$ cat config.mk
export PLATFORM = sky130hd
export DESIGN_NAME = ipi_target_resolver
export DESIGN_NICKNAME = d
export VERILOG_FILES = /design/src/rtl/ipi_res_pkg.sv /design/src/rtl/ipi_cmd_decode.sv /design/src/rtl/ipi_logical_match.sv /design/src/rtl/ipi_dest_select.sv /design/src/rtl/ipi_lowest_pick.sv /design/src/rtl/ipi_target_resolver.sv
export SDC_FILE = /design/constraint.sdc
export NUM_CORES = 1
export LEC_CHECK = 0
export BUFFER_PORTS_ARGS = -buffer_cell sky130_fd_sc_hd__buf_2
export CORE_AREA = 3 3 233 235
export CTS_CLUSTER_DIAMETER = 120
export DETAILED_ROUTE_END_ITERATION = 6
export DIE_AREA = 0 0 236 238
export GPL_TIMING_DRIVEN = 0
export MAX_ROUTING_LAYER = met4
export PLACE_DENSITY = 0.3
export SETUP_SLACK_MARGIN = 0.05
export SLEW_MARGIN = 0
export SYNTH_ARGS = -nofsm -noshare
export SYNTH_HDL_FRONTEND = slang
export SYNTH_HIERARCHICAL = 1
export SYNTH_SLANG_ARGS = --single-unit
$ cat constraint.sdc
create_clock -name clk -period 3.76 [get_ports clk]
set_input_delay 0.564 -clock clk [delete_from_list [all_inputs] [get_ports clk]]
set_output_delay 0.564 -clock clk [all_outputs]
set_load 0.05 [all_outputs]
$ cat src/rtl/ipi_res_pkg.sv
package ipi_res_pkg;

  // Field positions inside the command words and per-agent words.
  localparam int SH_LSB   = 18;
  localparam int MODE_BIT = 11;
  localparam int DLV_LSB  = 8;
  localparam int DST_LSB  = 24;
  localparam int LDST_LSB = 24;
  localparam int FMT_LSB  = 28;

  localparam logic [3:0] FMT_FLAT    = 4'hF;
  localparam logic [3:0] FMT_CLUSTER = 4'h0;
  localparam logic [7:0] DEST_BCAST  = 8'hFF;

  typedef enum logic [1:0] {
    SH_FIELD  = 2'd0,
    SH_SELF   = 2'd1,
    SH_ALL    = 2'd2,
    SH_OTHERS = 2'd3
  } shorthand_e;

  typedef enum logic [2:0] {
    DLV_FIXED  = 3'd0,
    DLV_LOWEST = 3'd1,
    DLV_OTHER2 = 3'd2,
    DLV_OTHER3 = 3'd3,
    DLV_OTHER4 = 3'd4,
    DLV_OTHER5 = 3'd5,
    DLV_OTHER6 = 3'd6,
    DLV_OTHER7 = 3'd7
  } delivery_e;

  typedef struct packed {
    shorthand_e sh;
    logic       logical;
    delivery_e  dlv;
    logic [7:0] dest;
  } ipi_cmd_t;

endpackage

$ cat src/rtl/ipi_cmd_decode.sv
module ipi_cmd_decode
  import ipi_res_pkg::*;
(
  input  logic [31:0] cmd_lo,
  input  logic [31:0] cmd_hi,
  output ipi_cmd_t    cmd
);
  logic unused_cmd_bits;

  always_comb begin
    cmd.sh      = shorthand_e'(cmd_lo[SH_LSB +: 2]);
    cmd.logical = cmd_lo[MODE_BIT];
    cmd.dlv     = delivery_e'(cmd_lo[DLV_LSB +: 3]);
    cmd.dest    = cmd_hi[DST_LSB +: 8];
  end

  // Vector and reserved bits do not steer the target set.
  assign unused_cmd_bits = ^{cmd_lo[31:20], cmd_lo[17:12], cmd_lo[7:0], cmd_hi[23:0]};
endmodule

$ cat src/rtl/ipi_logical_match.sv
module ipi_logical_match
  import ipi_res_pkg::*;
#(
  parameter int NUM_AGENTS = 8
) (
  input  logic [7:0]               dest,
  input  logic [NUM_AGENTS*32-1:0] agent_ldr,
  input  logic [NUM_AGENTS*32-1:0] agent_dfr,
  output logic [NUM_AGENTS-1:0]    hit
);
  for (genvar i = 0; i < NUM_AGENTS; i++) begin : g_agent
    logic [7:0] ldest;
    logic [3:0] fmt;
    logic       flat_hit;
    logic       clus_hit;
    logic       unused_agent_bits;

    assign ldest    = agent_ldr[i*32 + LDST_LSB +: 8];
    assign fmt      = agent_dfr[i*32 + FMT_LSB +: 4];
    assign flat_hit = |(dest & ldest);
    assign clus_hit = (dest[7:4] == ldest[7:4]) && (|(dest[3:0] & ldest[3:0]));

    always_comb begin
      unique case (fmt)
        FMT_FLAT:    hit[i] = flat_hit;
        FMT_CLUSTER: hit[i] = clus_hit;
        default:     hit[i] = 1'b0;
      endcase
    end

    assign unused_agent_bits = ^{agent_ldr[i*32 +: LDST_LSB], agent_dfr[i*32 +: FMT_LSB]};
  end
endmodule

$ cat src/rtl/ipi_dest_select.sv
module ipi_dest_select
  import ipi_res_pkg::*;
#(
  parameter int NUM_AGENTS = 8,
  parameter int ID_W       = 8
) (
  input  ipi_cmd_t              cmd,
  input  logic [ID_W-1:0]       self_id,
  input  logic [NUM_AGENTS-1:0] log_hit,
  output logic [NUM_AGENTS-1:0] raw_mask
);
  logic [NUM_AGENTS-1:0] phys_hit;
  logic [NUM_AGENTS-1:0] self_bit;
  logic [NUM_AGENTS-1:0] field_mask;
  logic                  bcast;

  assign bcast = (cmd.dest == DEST_BCAST);

  for (genvar i = 0; i < NUM_AGENTS; i++) begin : g_idx
    assign phys_hit[i] = bcast || (32'(cmd.dest) == i);
    assign self_bit[i] = (32'(self_id) == i);
  end

  assign field_mask = cmd.logical ? log_hit : phys_hit;

  always_comb begin
    unique case (cmd.sh)
      SH_FIELD:  raw_mask = field_mask;
      SH_SELF:   raw_mask = self_bit;
      SH_ALL:    raw_mask = '1;
      SH_OTHERS: raw_mask = ~self_bit;
      default:   raw_mask = '0;
    endcase
  end
endmodule

$ cat src/rtl/ipi_lowest_pick.sv
module ipi_lowest_pick #(
  parameter int NUM_AGENTS = 8
) (
  input  logic                  enable,
  input  logic [NUM_AGENTS-1:0] mask_in,
  output logic [NUM_AGENTS-1:0] mask_out
);
  logic [NUM_AGENTS-1:0] lowest;

  // Isolate the lowest set bit: x & (-x).
  assign lowest   = mask_in & (~mask_in + NUM_AGENTS'(1));
  assign mask_out = enable ? lowest : mask_in;
endmodule

$ cat src/rtl/ipi_target_resolver.sv
module ipi_target_resolver
  import ipi_res_pkg::*;
#(
  parameter int NUM_AGENTS = 8,
  parameter int ID_W       = 8
) (
  input  logic                       clk,
  input  logic                       rst_n,
  input  logic                       cmd_valid,
  output logic                       cmd_ready,
  input  logic [31:0]                cmd_lo,
  input  logic [31:0]                cmd_hi,
  input  logic [ID_W-1:0]            self_id,
  input  logic [NUM_AGENTS*32-1:0]   agent_ldr,
  input  logic [NUM_AGENTS*32-1:0]   agent_dfr,
  output logic                       tgt_valid,
  input  logic                       tgt_ready,
  output logic [NUM_AGENTS-1:0]      tgt_mask
);
  ipi_cmd_t              cmd;
  logic [NUM_AGENTS-1:0] log_hit;
  logic [NUM_AGENTS-1:0] raw_mask;
  logic [NUM_AGENTS-1:0] next_mask;
  logic                  out_v;
  logic [NUM_AGENTS-1:0] out_mask;

  ipi_cmd_decode u_dec (
    .cmd_lo (cmd_lo),
    .cmd_hi (cmd_hi),
    .cmd    (cmd)
  );

  ipi_logical_match #(.NUM_AGENTS(NUM_AGENTS)) u_log (
    .dest      (cmd.dest),
    .agent_ldr (agent_ldr),
    .agent_dfr (agent_dfr),
    .hit       (log_hit)
  );

  ipi_dest_select #(.NUM_AGENTS(NUM_AGENTS), .ID_W(ID_W)) u_sel (
    .cmd      (cmd),
    .self_id  (self_id),
    .log_hit  (log_hit),
    .raw_mask (raw_mask)
  );

  ipi_lowest_pick #(.NUM_AGENTS(NUM_AGENTS)) u_pick (
    .enable   (cmd.dlv == DLV_LOWEST),
    .mask_in  (raw_mask),
    .mask_out (next_mask)
  );

  assign cmd_ready = !out_v || tgt_ready;

  always_ff @(posedge clk) begin
    if (!rst_n) begin
      out_v    <= 1'b0;
      out_mask <= '0;
    end else if (cmd_ready) begin
      out_v <= cmd_valid;
      if (cmd_valid) out_mask <= next_mask;
    end
  end

  assign tgt_valid = out_v;
  assign tgt_mask  = out_mask;
endmodule

==> results of run 1 <==
==> power by group through the flow <==
stage	Sequential [mW]	Clock [mW]	Combinational, mW
detailed placement	0.108	0	0.277
floorplan	0.130	0	0.125
CTS	0.106	0.193	0.280
global placement	0.108	0	0.277
global route	0.107	0.197	0.305
finish	0.106	0.185	0.274
==> layout make-up <==
class / instances / area (sq um)
clock buffer: 4 / 78.8
sequential: 9 / 180
inverter: 5 / 18.8
buffer: 23 / 168
fill: 6173 / 48900
multi-input combinational: 209 / 1620
timing repair buffer: 116 / 581
tap: 688 / 861
==> per-layer routing <==
layer  vias to the layer above  GRT usage [%]  wire (microns)  part of all wire (%)
met4                         0          0.166              16                  0.13
li1                       1200              -               -                     -
met5                         -              -               0                     0
met2                       104           5.85            4650                    38
met1                      1054           6.66            6780                    56
met3                         2          0.740             666                   5.5
==> state kept, by name, summed over array words and instances (netlist names) <==
name / count
tgt_mask: 8
tgt_valid: 1
==> tightest hold or removal path: stages, from the launching register on <==
cell and delay, ps:
dfxtp_1 300, nand2_1 50, mux2i_1 50
==> cell families (layout without fill, tap and decap cells) <==
group,after synthesis,in the layout,share of synthesized area [%]
simple gates,109,109,33.0
compound gates,51,51,19.8
fa+ha+maj,32,32,20.3
buf+inv,28,148,9.44
mux,10,10,5.20
flops,9,9,9.13
xor+xnor,7,7,3.11
==> placed cells by master (no fill, tap or decap), types with 2 or more instances in the layout <==
cell type | synthesis | layout
o21ai_0 | 2 | 2
buf_6 | 2 | 2
nor4_2 | 1 | 2
dfxtp_1 | 9 | 9
mux2i_1 | 8 | 8
nor4_1 | 24 | 23
nand3_1 | 10 | 10
nor2b_1 | 6 | 6
buf_2 | 5 | 121
buf_4 | 16 | 16
and2_1 | 2 | 2
xor2_1 | 6 | 6
inv_1 | 5 | 5
a21boi_0 | 2 | 2
nor3_1 | 3 | 3
a21oi_1 | 9 | 9
clkbuf_16 | 0 | 3
ha_1 | 32 | 32
nor2_1 | 3 | 3
o2111ai_1 | 2 | 2
nand4_1 | 13 | 13
o211a_1 | 8 | 8
nor3b_1 | 3 | 3
o22ai_1 | 3 | 3
a22oi_1 | 15 | 15
or3_4 | 2 | 2
nand2_1 | 30 | 30
==> worst max-delay path by stage <==
stage                          start          end  slack [ps]  cells after the start
after floorplan           cmd_hi[28]  tgt_mask[6]        1100                      9
after global placement    cmd_hi[29]  tgt_mask[6]        -240                     11
after detailed placement  cmd_hi[29]  tgt_mask[6]        -240                     11
after CTS                 cmd_hi[29]  tgt_mask[6]         250                     11
after global routing      cmd_hi[29]  tgt_mask[6]         190                     11
final                     cmd_hi[29]  tgt_mask[6]         630                     11
==> stage by stage <==
step           utilization, %  setup WS, ps  total power [mW]
2_1_floorplan               -          1100             0.254
3_3_place_gp             6.51          -236             0.385
3_5_place_dp             6.53          -245             0.385
4_1_cts                  6.69           250             0.579
5_1_grt                  6.69           193             0.609
6_report                 6.69           627             0.565
==> repair_timing <==
item,4_1_cts,5_1_grt
endpoints found under the hold margin,0,0
gates resized for setup,1,0
hold buffers,0,0
setup endpoints to repair,1,0
==> summary.md, run 1 <==
| Metric | Value |
|---|---|
| Worst Path Max Fanout | 10 |
| Clk Latency, worst-skew pair | about 230 ps |
| R2R Path End | tgt_mask[7] |
| Die X | around 240 microns |
| Hold depth | 2 |
| DRT antenna net count | 0 |
| Non-Filler Instances | 1,054 |
| Family with the most delay on the worst path | simple AND/OR/NAND/NOR gates |
| Num ports | between 500 and 600 |
| Via/cell ratio | approximately 2.2 |
| Cell Area, Synth | just under 2000 sq um |
| Clk slew on worst S/H paths | ~40 ps |
| Clk pwr share | approximately 33% |
| DR vias | around 2,400 |
| Reg-to-Reg Start | tgt_valid |
| HP Start | tgt_mask[0] |
| Total congestion overflow | 0 |
| Worst-Margin Slew | around 1000 ps |
| Vias in the first global route | around 2,400 |
| Status | completed |
| RSZ-0062 raised after global routing | false |
| Core Box Area | approximately 52,000 sq um |
| Sw power | slightly above 0.2 mW |
| Slew headroom | between 30% and 40% |
| Placed cell area | about 3400 sq um |
| 1st-pass router iterations | 6 |
| First-pass GRT wire length | 16,900 microns |
| Sequential share of power | 18.7% |
| Leading post-synthesis cells by cell area | ha_1 20%, dfxtp_1 9.1%, nor4_1 7.6% |
| Post-synthesis sequential area ratio | 9.13% |
| Leakage Power | 1.33 nW |
| Share of cells above drive strength 1 | between 40% and 50% |
| CTS max path bufs | 2 |
| Clock Skew | 0.804 ps |
| Setup Total Neg Slack | 0 ps |
| Hold endpoint | tgt_mask[0] |
| Final hold vios | 0 |
| Worst path required time | just under 4000 ps |
| Internal | 0.361 mW |
| Max-slew violations | 0 |
| Layout area overhead | 77.7% |
| Cell type with the largest total area after synthesis | ha_1 |
| Initial DRC count | 84 |
| Syn avg cell area | roughly 8 sq um |
| Yosys Warn Count | 6 |
| Combinational share of power | approximately 49% |
| Initial core utilization | 3.76% |
| Most numerous cell in the Yosys netlist | ha_1 |
| Placed cells | about 1,100 |
| Pwr dens | 161 nW/um^2 |
| Final instance area | approximately 3500 sq um |
| Critical Path, Cell by Cell | buf_4 > ha_1 > nor4_2 > nand2_1 > a21oi_1 > nand2_1 > o211ai_2 > or3b_2 > o22ai_1 > nand2_1 > mux2i_1 |
| Setup Viol. Count Final | 0 |
| Switching share of power | between 30% and 40% |
| H-tree level count | 1 |
| Slowest CP cell | or3b_2 |
| Setup crit end kind | flop |
| Synth Net Count | just under 900 |
| PortBufs | ~120 |
| Critical path's largest stage delay | approximately 470 ps |
| Worst R2R Setup Slack | between 2000 and 3000 ps |
| Most frequent cells after synthesis | 32 x ha_1, 30 x nand2_1, 24 x nor4_1, 16 x buf_4, 15 x a22oi_1 |
| Die area | 56,200 sq um |
| Row cnt | 84 |
| Reg2Reg Depth | 4 |
| DR DRC count | 0 |
| Initial antenna violation count | 0 |
| Min-Delay Path Class | reg2reg |
| Yosys reg bits | 9 |
| WP buf/inv | 1 |
| Maximum VDD drop | ~0.12 mV |
| Crit path time final | roughly 3100 ps |
| Max Clk Rate | between 300 and 400 MHz |
| Synth cell types | about 50 |
| Placer Congestion | about 0.71 |
| Share of the synthesized area in the top cell type | 20.3% |
| CTS root buf | clkbuf_16 |
| Most common cell on crit path | nand2_1 |
| CTS buffer count | 3 |
| CTS tree | done |
| Ys flop type | dfxtp_1 |
| Max-cap violations | 0 |
| DIE HEIGHT | roughly 240 microns |
| WHS | 452 ps |
| Antenna Diode Count | 0 |
| Routed WL per cell | approximately 11 microns |
| Nets | between 900 and 1,000 |
| Final WL | about 12,000 microns |
| CTS sink count | 9 |
| Detailed placement HPWL | roughly 11,000 microns |
| Mapped Cells | 246 |
| EDFF count, synth | 0 |
| Post-CTS Setup Bufs | 0 |
| Critical path class | in2reg |
| Largest net degree at the start of global routing | 13 |
| Asr flop ratio synth | 0% |
| GRT Util Overall | under 10% |
| Critical path arrival | 3300 ps |
| Element type at the critical path start | primary input |
| Fin crit share | a little over four fifths |
Note: power is estimated with default switching activity, not from simulation.
==> run 2, diff against run 1 <==
--- a/config.mk
+++ b/config.mk
@@ -6,10 +6,10 @@
 export NUM_CORES = 1
 export LEC_CHECK = 0
 export BUFFER_PORTS_ARGS = -buffer_cell sky130_fd_sc_hd__buf_2
-export CORE_AREA = 3 3 233 235
+export CORE_AREA = 3 3 230 232
 export CTS_CLUSTER_DIAMETER = 120
 export DETAILED_ROUTE_END_ITERATION = 6
-export DIE_AREA = 0 0 236 238
+export DIE_AREA = 0 0 233 235
 export GPL_TIMING_DRIVEN = 0
 export MAX_ROUTING_LAYER = met4
 export PLACE_DENSITY = 0.3
==> constraint.sdc (replaced) <==
create_clock -name clk -period 2.5 [get_ports clk]
set_input_delay 0.375 -clock clk [delete_from_list [all_inputs] [get_ports clk]]
set_output_delay 0.375 -clock clk [all_outputs]
set_load 0.05 [all_outputs]
==> summary.md, run 2 (synthesized netlist as in run 1, its figures left out) <==
| Metric | Value |
|---|---|
| RSZ-0062 raised after global routing | true |
| CTS tree | done |
| CTS max path bufs | 2 (unchanged) |
| CTS root buf | clkbuf_16 |
| Initial DRC count | 61 (-27%) |
| Min-Delay Path Class | in2reg |
| Fin crit share | 95.8% |
| Non-Filler Instances | 1,063 (+0.85%) |
| DR DRC count | 0 (unchanged) |
| Share of cells above drive strength 1 | 51.3% (+7.9 points) |
| Row cnt | 83 (-1.2%) |
| Switching share of power | 36.8% (+0.77 points) |
| Worst Path Max Fanout | 10 (unchanged) |
| Element type at the critical path start | primary input |
| Leakage Power | 1.44 nW (+7.7%) |
| Layout area overhead | 93.2% |
| Hold depth | 3 (+1) |
| Placed cells | 1,042 (-0.76%) |
| Reg2Reg Depth | 4 (unchanged) |
| CTS sink count | 9 (unchanged) |
| 1st-pass router iterations | 4 (-2) |
| Setup Viol. Count Final | 0 (unchanged) |
| Critical path arrival | 2560 ps (-740 ps) |
| DRT antenna net count | 0 (unchanged) |
| Initial antenna violation count | 12 (+12) |
| First-pass GRT wire length | 18,300 microns (+8.0%) |
| Max-slew violations | 0 (unchanged) |
| CTS buffer count | 3 (unchanged) |
| Placer Congestion | 0.674 (-5.1%) |
| Sequential share of power | 17.6% (-1.1 points) |
| Worst path required time | 2660 ps (-1260 ps) |
| Core Box Area | 51,200 sq um (-2.4%) |
| Combinational share of power | 51.5% (+3.0 points) |
| Routed WL per cell | 12.6 microns (+10%) |
| Maximum VDD drop | 0.209 mV (+73%) |
| Critical path class | in2reg |
| Total congestion overflow | 0 (unchanged) |
| Final WL | 13,400 microns (+11%) |
| Commonest non-fill, non-tap cell in the layout | buf_2 |
| Largest net degree at the start of global routing | 13 (unchanged) |
| GRT Util Overall | 4.81% (+0.56 points) |
| Setup Total Neg Slack | 0 ps (unchanged) |
| Clk slew on worst S/H paths | 40 ps (about the same) |
| Final hold vios | 0 (unchanged) |
| Max Clk Rate | between 400 and 500 MHz |
| PortBufs | 116 (unchanged) |
| Num ports | 598 (unchanged) |
| DR vias | 2,476 (+4.9%) |
| Die area | 54,800 sq um (-2.5%) |
| Clk Latency, worst-skew pair | 230 ps (about the same) |
| Status | completed |
| Setup crit end kind | flop |
| Most frequent cells in the layout | 120 x buf_2, 29 x nand2_1, 28 x ha_1, 21 x nor4_1, 20 x buf_4 |
| Sw power | 0.333 mW (+64%) |
| Clk pwr share | 31.0% (-1.8 points) |
| Via/cell ratio | 2.33 (+4.0%) |
| Initial core utilization | 3.86% (+0.092 points) |
| Nets | 995 (+0.81%) |
| Max FFs per register | 8 (unchanged) |
| Vias in the first global route | 2,508 (+2.5%) |
| Crit path time final | 2400 ps |
| Pwr dens | 238 nW/um^2 (+48%) |
| Fillcell total | 5,997 (-2.9%) |
| H-tree level count | 1 (unchanged) |
| Slew headroom | 25.3% (-7.8 points) |
| Max-cap violations | 0 (unchanged) |
| Die X | 233 microns (-1.3%) |
| DIE HEIGHT | 235 microns (-1.3%) |
| Detailed placement HPWL | 12,000 microns (+8.9%) |
| Worst-Margin Slew | 1120 ps (+117 ps) |
| Clock Skew | 1.02 ps (+0.216 ps) |
| Internal | 0.573 mW (+59%) |
==> run 2: timing repair <==
item                       4_1_cts  5_1_grt
resized for setup               25       19
cloned                           0        0
hold buffers                     0        0
setup endpoints to repair        8        7
pin swaps                       11       17
setup buffers                    6        3
==> run 2: metal layers <==
| metal | track usage [%] | part of all wire, % |
|---|---|---|
| met1 | 6.65 | 49 |
| met2 | 7.20 | 42 |
| met3 | 1.50 | 8.7 |
| met4 | 0.224 | 0.35 |
| met5 | - | 0 |
==> run 2: worst max-delay path, cell delays in order <==
cell	delay (ps)
buf_8	140
or3_4	420
or3_4	360
mux2_2	300
o211ai_4	210
or3b_4	400
o22ai_1	140
nand2_1	70
mux2i_1	120
==> run 2: layout make-up <==
| class | count | area (sq um) | area share (%) |
|---|---|---|---|
| multi-input cells | 209 | 1830 | 48.0 |
| well taps | 680 | 851 | 22.3 |
| repair buffers | 124 | 641 | 16.8 |
| plain buffers | 23 | 193 | 5.05 |
| flip-flops and latches | 9 | 180 | 4.72 |
| clock buffers | 4 | 78.8 | 2.07 |
| diodes | 9 | 22.5 | 0.590 |
| inverters | 5 | 18.8 | 0.492 |
==> run 2: path summary, 6_finish.rpt <==
path	endpoint	slack, ps	startpoint
worst max-delay path	tgt_mask[6]	100	cmd_hi[28]
worst min-delay path	tgt_valid	400	cmd_valid
worst max register to register	tgt_mask[2]	1540	tgt_valid
worst min register to register	tgt_mask[0]	450	tgt_mask[0]
==> run 2: power groups by stage <==
stage / clock network [mW] / registers (mW) / logic, mW
5_1_grt: 0.294 / 0.161 / 0.514
4_1_cts: 0.288 / 0.160 / 0.454
3_5_place_dp: 0 / 0.162 / 0.423
2_1_floorplan: 0 / 0.195 / 0.188
3_3_place_gp: 0 / 0.162 / 0.423
6_report: 0.281 / 0.159 / 0.467
==> run 2: through the flow <==
stage | power [mW] | worst slack [ps] | utilization, % | hold WS [ps] | area (sq um)
finish | 0.907 | 104 | 7.45 | 401 | 3810
floorplan | 0.383 | 91.2 | - | 514 | 1980
global route | 0.969 | 9.96 | 7.44 | 422 | 3810
CTS | 0.902 | 7.09 | 7.17 | 395 | 3670
detailed placement | 0.585 | -1070 | 6.66 | 447 | 3410
global placement | 0.585 | -1060 | 6.66 | 446 | 3410
==> run 3, diff against run 2 <==
==> constraint.sdc (replaced) <==
create_clock -name clk -period 2.5 [get_ports clk]
set_input_delay 0.5 -clock clk [delete_from_list [all_inputs] [get_ports clk]]
set_output_delay 0.5 -clock clk [all_outputs]
set_load 0.05 [all_outputs]
==> summary.md, run 3 (synthesized netlist as in run 1, its figures left out) <==
| Metric | Value |
|---|---|
| PortBufs | 116 (unchanged) |
| CTS tree | done |
| HP Start | tgt_mask[4] |
| Largest net degree at the start of global routing | 13 (unchanged) |
| End-of-flow core utilization | 7.43% (-0.017 points) |
| Max-cap violations | 0 (unchanged) |
| CTS buffer count | 3 (unchanged) |
| Max-slew violations | 0 (unchanged) |
| Worst R2R Setup Slack | 1540 ps (about the same) |
| Share of cells above drive strength 1 | 52.3% (+0.94 points) |
| Layout area overhead | 92.8% |
| RSZ-0062 raised after global routing | true |
| Crit path time final | 2560 ps (+168 ps) |
| Max FFs per register | 8 (unchanged) |
| Final hold vios | 0 (unchanged) |
| Setup crit end kind | flop |
| Clk Latency, worst-skew pair | 230 ps (about the same) |
| CTS max path bufs | 2 (unchanged) |
| Nets | 994 (-0.10%) |
| Non-Filler Instances | 1,057 (-0.56%) |
| Max Clk Rate | 390 MHz (-6.5%) |
| Status | finished, violations left |
| Clock Skew | 2.79 ps (+1.77 ps) |
| 1st-pass router iterations | 4 (unchanged) |
| Hold buffers post-CTS | 0 (unchanged) |
| Die area | 54,800 sq um (unchanged) |
| Clk pwr share | 31.0% (about the same) |
| Worst-Margin Slew | 1390 ps (+274 ps) |
| Internal | 0.573 mW (about the same) |
| CTS sink count | 9 (unchanged) |
| Hold depth | 2 (-1) |
| Vias in the first global route | 2,485 (-0.92%) |
| Placer Congestion | 0.731 (+8.4%) |
| Reg-to-Reg Start | tgt_valid |
| Final instance area | 3810 sq um (-0.23%) |
| Switching share of power | 36.1% (-0.63 points) |
| Critical path class | in2reg |
| Die X | 233 microns (unchanged) |
| DIE HEIGHT | 235 microns (unchanged) |
| Most frequent cells in the layout | 119 x buf_2, 29 x nand2_1, 27 x ha_1, 20 x buf_4, 19 x nor4_1 |
| Fin crit share | 103% (+6.7 points) |
| Leakage Power | 1.41 nW (-2.1%) |
| Row cnt | 83 (unchanged) |
| Commonest non-fill, non-tap cell in the layout | buf_2 |
| Core Box Area | 51,200 sq um (unchanged) |
| Setup Total Neg Slack | -128 ps (-128 ps) |
| Failing checks | negative setup slack |
| Placed cell area | 3420 sq um (+0.22%) |
| GRT Util Overall | 4.79% (-0.021 points) |
| CTS root buf | clkbuf_16 |
| R2R Path End | tgt_mask[5] |
| Clk slew on worst S/H paths | 40 ps (about the same) |
| Initial antenna violation count | 7 (-5) |
| Slew headroom | 7.07% (-18 points) |
| Element type at the critical path start | primary input |
| H-tree level count | 1 (unchanged) |
| DR vias | 2,455 (-0.85%) |
| Combinational share of power | 51.2% (-0.3 points) |
| Initial core utilization | 3.86% (unchanged) |
| Setup Viol. Count Final | 4 (+4) |
| Routed WL per cell | 12.8 microns (+1.4%) |
| Maximum VDD drop | 0.153 mV (-27%) |
| Num ports | 598 (unchanged) |
| Detailed placement HPWL | 12,200 microns (+1.3%) |
| Pwr dens | 236 nW/um^2 (-0.77%) |
| Critical path arrival | 2730 ps (+170 ps) |
| Sw power | 0.324 mW (-2.7%) |
| Placed cells | 1,042 (unchanged) |
| Reg2Reg Depth | 4 (unchanged) |
| Power, Total | 0.898 mW (-1.0%) |
| Worst path required time | 2660 ps (about the same) |
| Worst Path Max Fanout | 12 (+2) |
| First-pass GRT wire length | 18,200 microns (-0.41%) |
| Setup WS post-layout | -63.9 ps (-168 ps) |
| Hold endpoint | tgt_mask[4] |
| Sequential share of power | 17.7% (about the same) |
| Total congestion overflow | 0 (unchanged) |
| Min-Delay Path Class | reg2reg |
| Via/cell ratio | 2.32 (-0.29%) |
| DRT antenna net count | 0 (unchanged) |
| Initial DRC count | 84 (+38%) |
| Final WL | 13,500 microns (+0.86%) |
| DR DRC count | 0 (unchanged) |
-- run 3: layout make-up --
type	count	area (sq um)
diodes	4	10.0
plain buffers	23	204
clock buffers	4	78.8
fillers	6021	47400
inverters	5	18.8
multi-input cells	209	1830
flip-flops and latches	9	180
well taps	680	851
repair buffers	123	633
-- run 3: timing repair --
item                                    4_1_cts  5_1_grt
hold endpoints to repair                      0        0
pin swaps                                     9       15
setup buffers                                 3        5
endpoints found under the setup margin        8        7
resized for setup                            25       24
-- run 3: power groups by stage --
stage | Combinational [mW] | Clock [mW] | Sequential, mW
detailed placement | 0.421 | 0 | 0.162
global route | 0.510 | 0.292 | 0.160
finish | 0.460 | 0.279 | 0.159
global placement | 0.422 | 0 | 0.162
CTS | 0.452 | 0.284 | 0.160
floorplan | 0.190 | 0 | 0.195
-- run 3: worst max-delay path by stage --
stage | from | depth (start not counted) | to | slack, ps
after floorplan | cmd_hi[28] | 9 | tgt_mask[6] | -30
after global placement | cmd_hi[29] | 11 | tgt_mask[6] | -1410
after detailed placement | cmd_hi[29] | 11 | tgt_mask[6] | -1430
after CTS | cmd_hi[29] | 12 | tgt_mask[4] | -90
after global routing | cmd_hi[29] | 11 | tgt_mask[7] | -190
final | cmd_hi[30] | 12 | tgt_mask[4] | -60
-- run 3: critical path, cell delays in order --
cell and delay, ps:
buf_12 140, ha_2 180, nor4_2 260, o211a_1 180, a21oi_2 50, nor2b_2 150, o41ai_4 90, buf_4 180
or4_4 590, a21boi_2 160, nand2_1 100, mux2i_1 130
-- run 3: metal layers --
metal / global-route usage, % / routed length, microns / up-vias
met5: - / 0 / -
met4: 0.112 / 43 / 0
met3: 0.934 / 701 / 8
met2: 7.44 / 5910 / 113
met1: 6.78 / 6890 / 1116
li1: - / - / 1218
-- run 3: through the flow --
step / hold slack (ps) / setup WS (ps)
finish: 457 / -63.9
global placement: 445 / -1410
detailed placement: 447 / -1430
global route: 480 / -188
floorplan: 639 / -25.6
CTS: 457 / -91.4
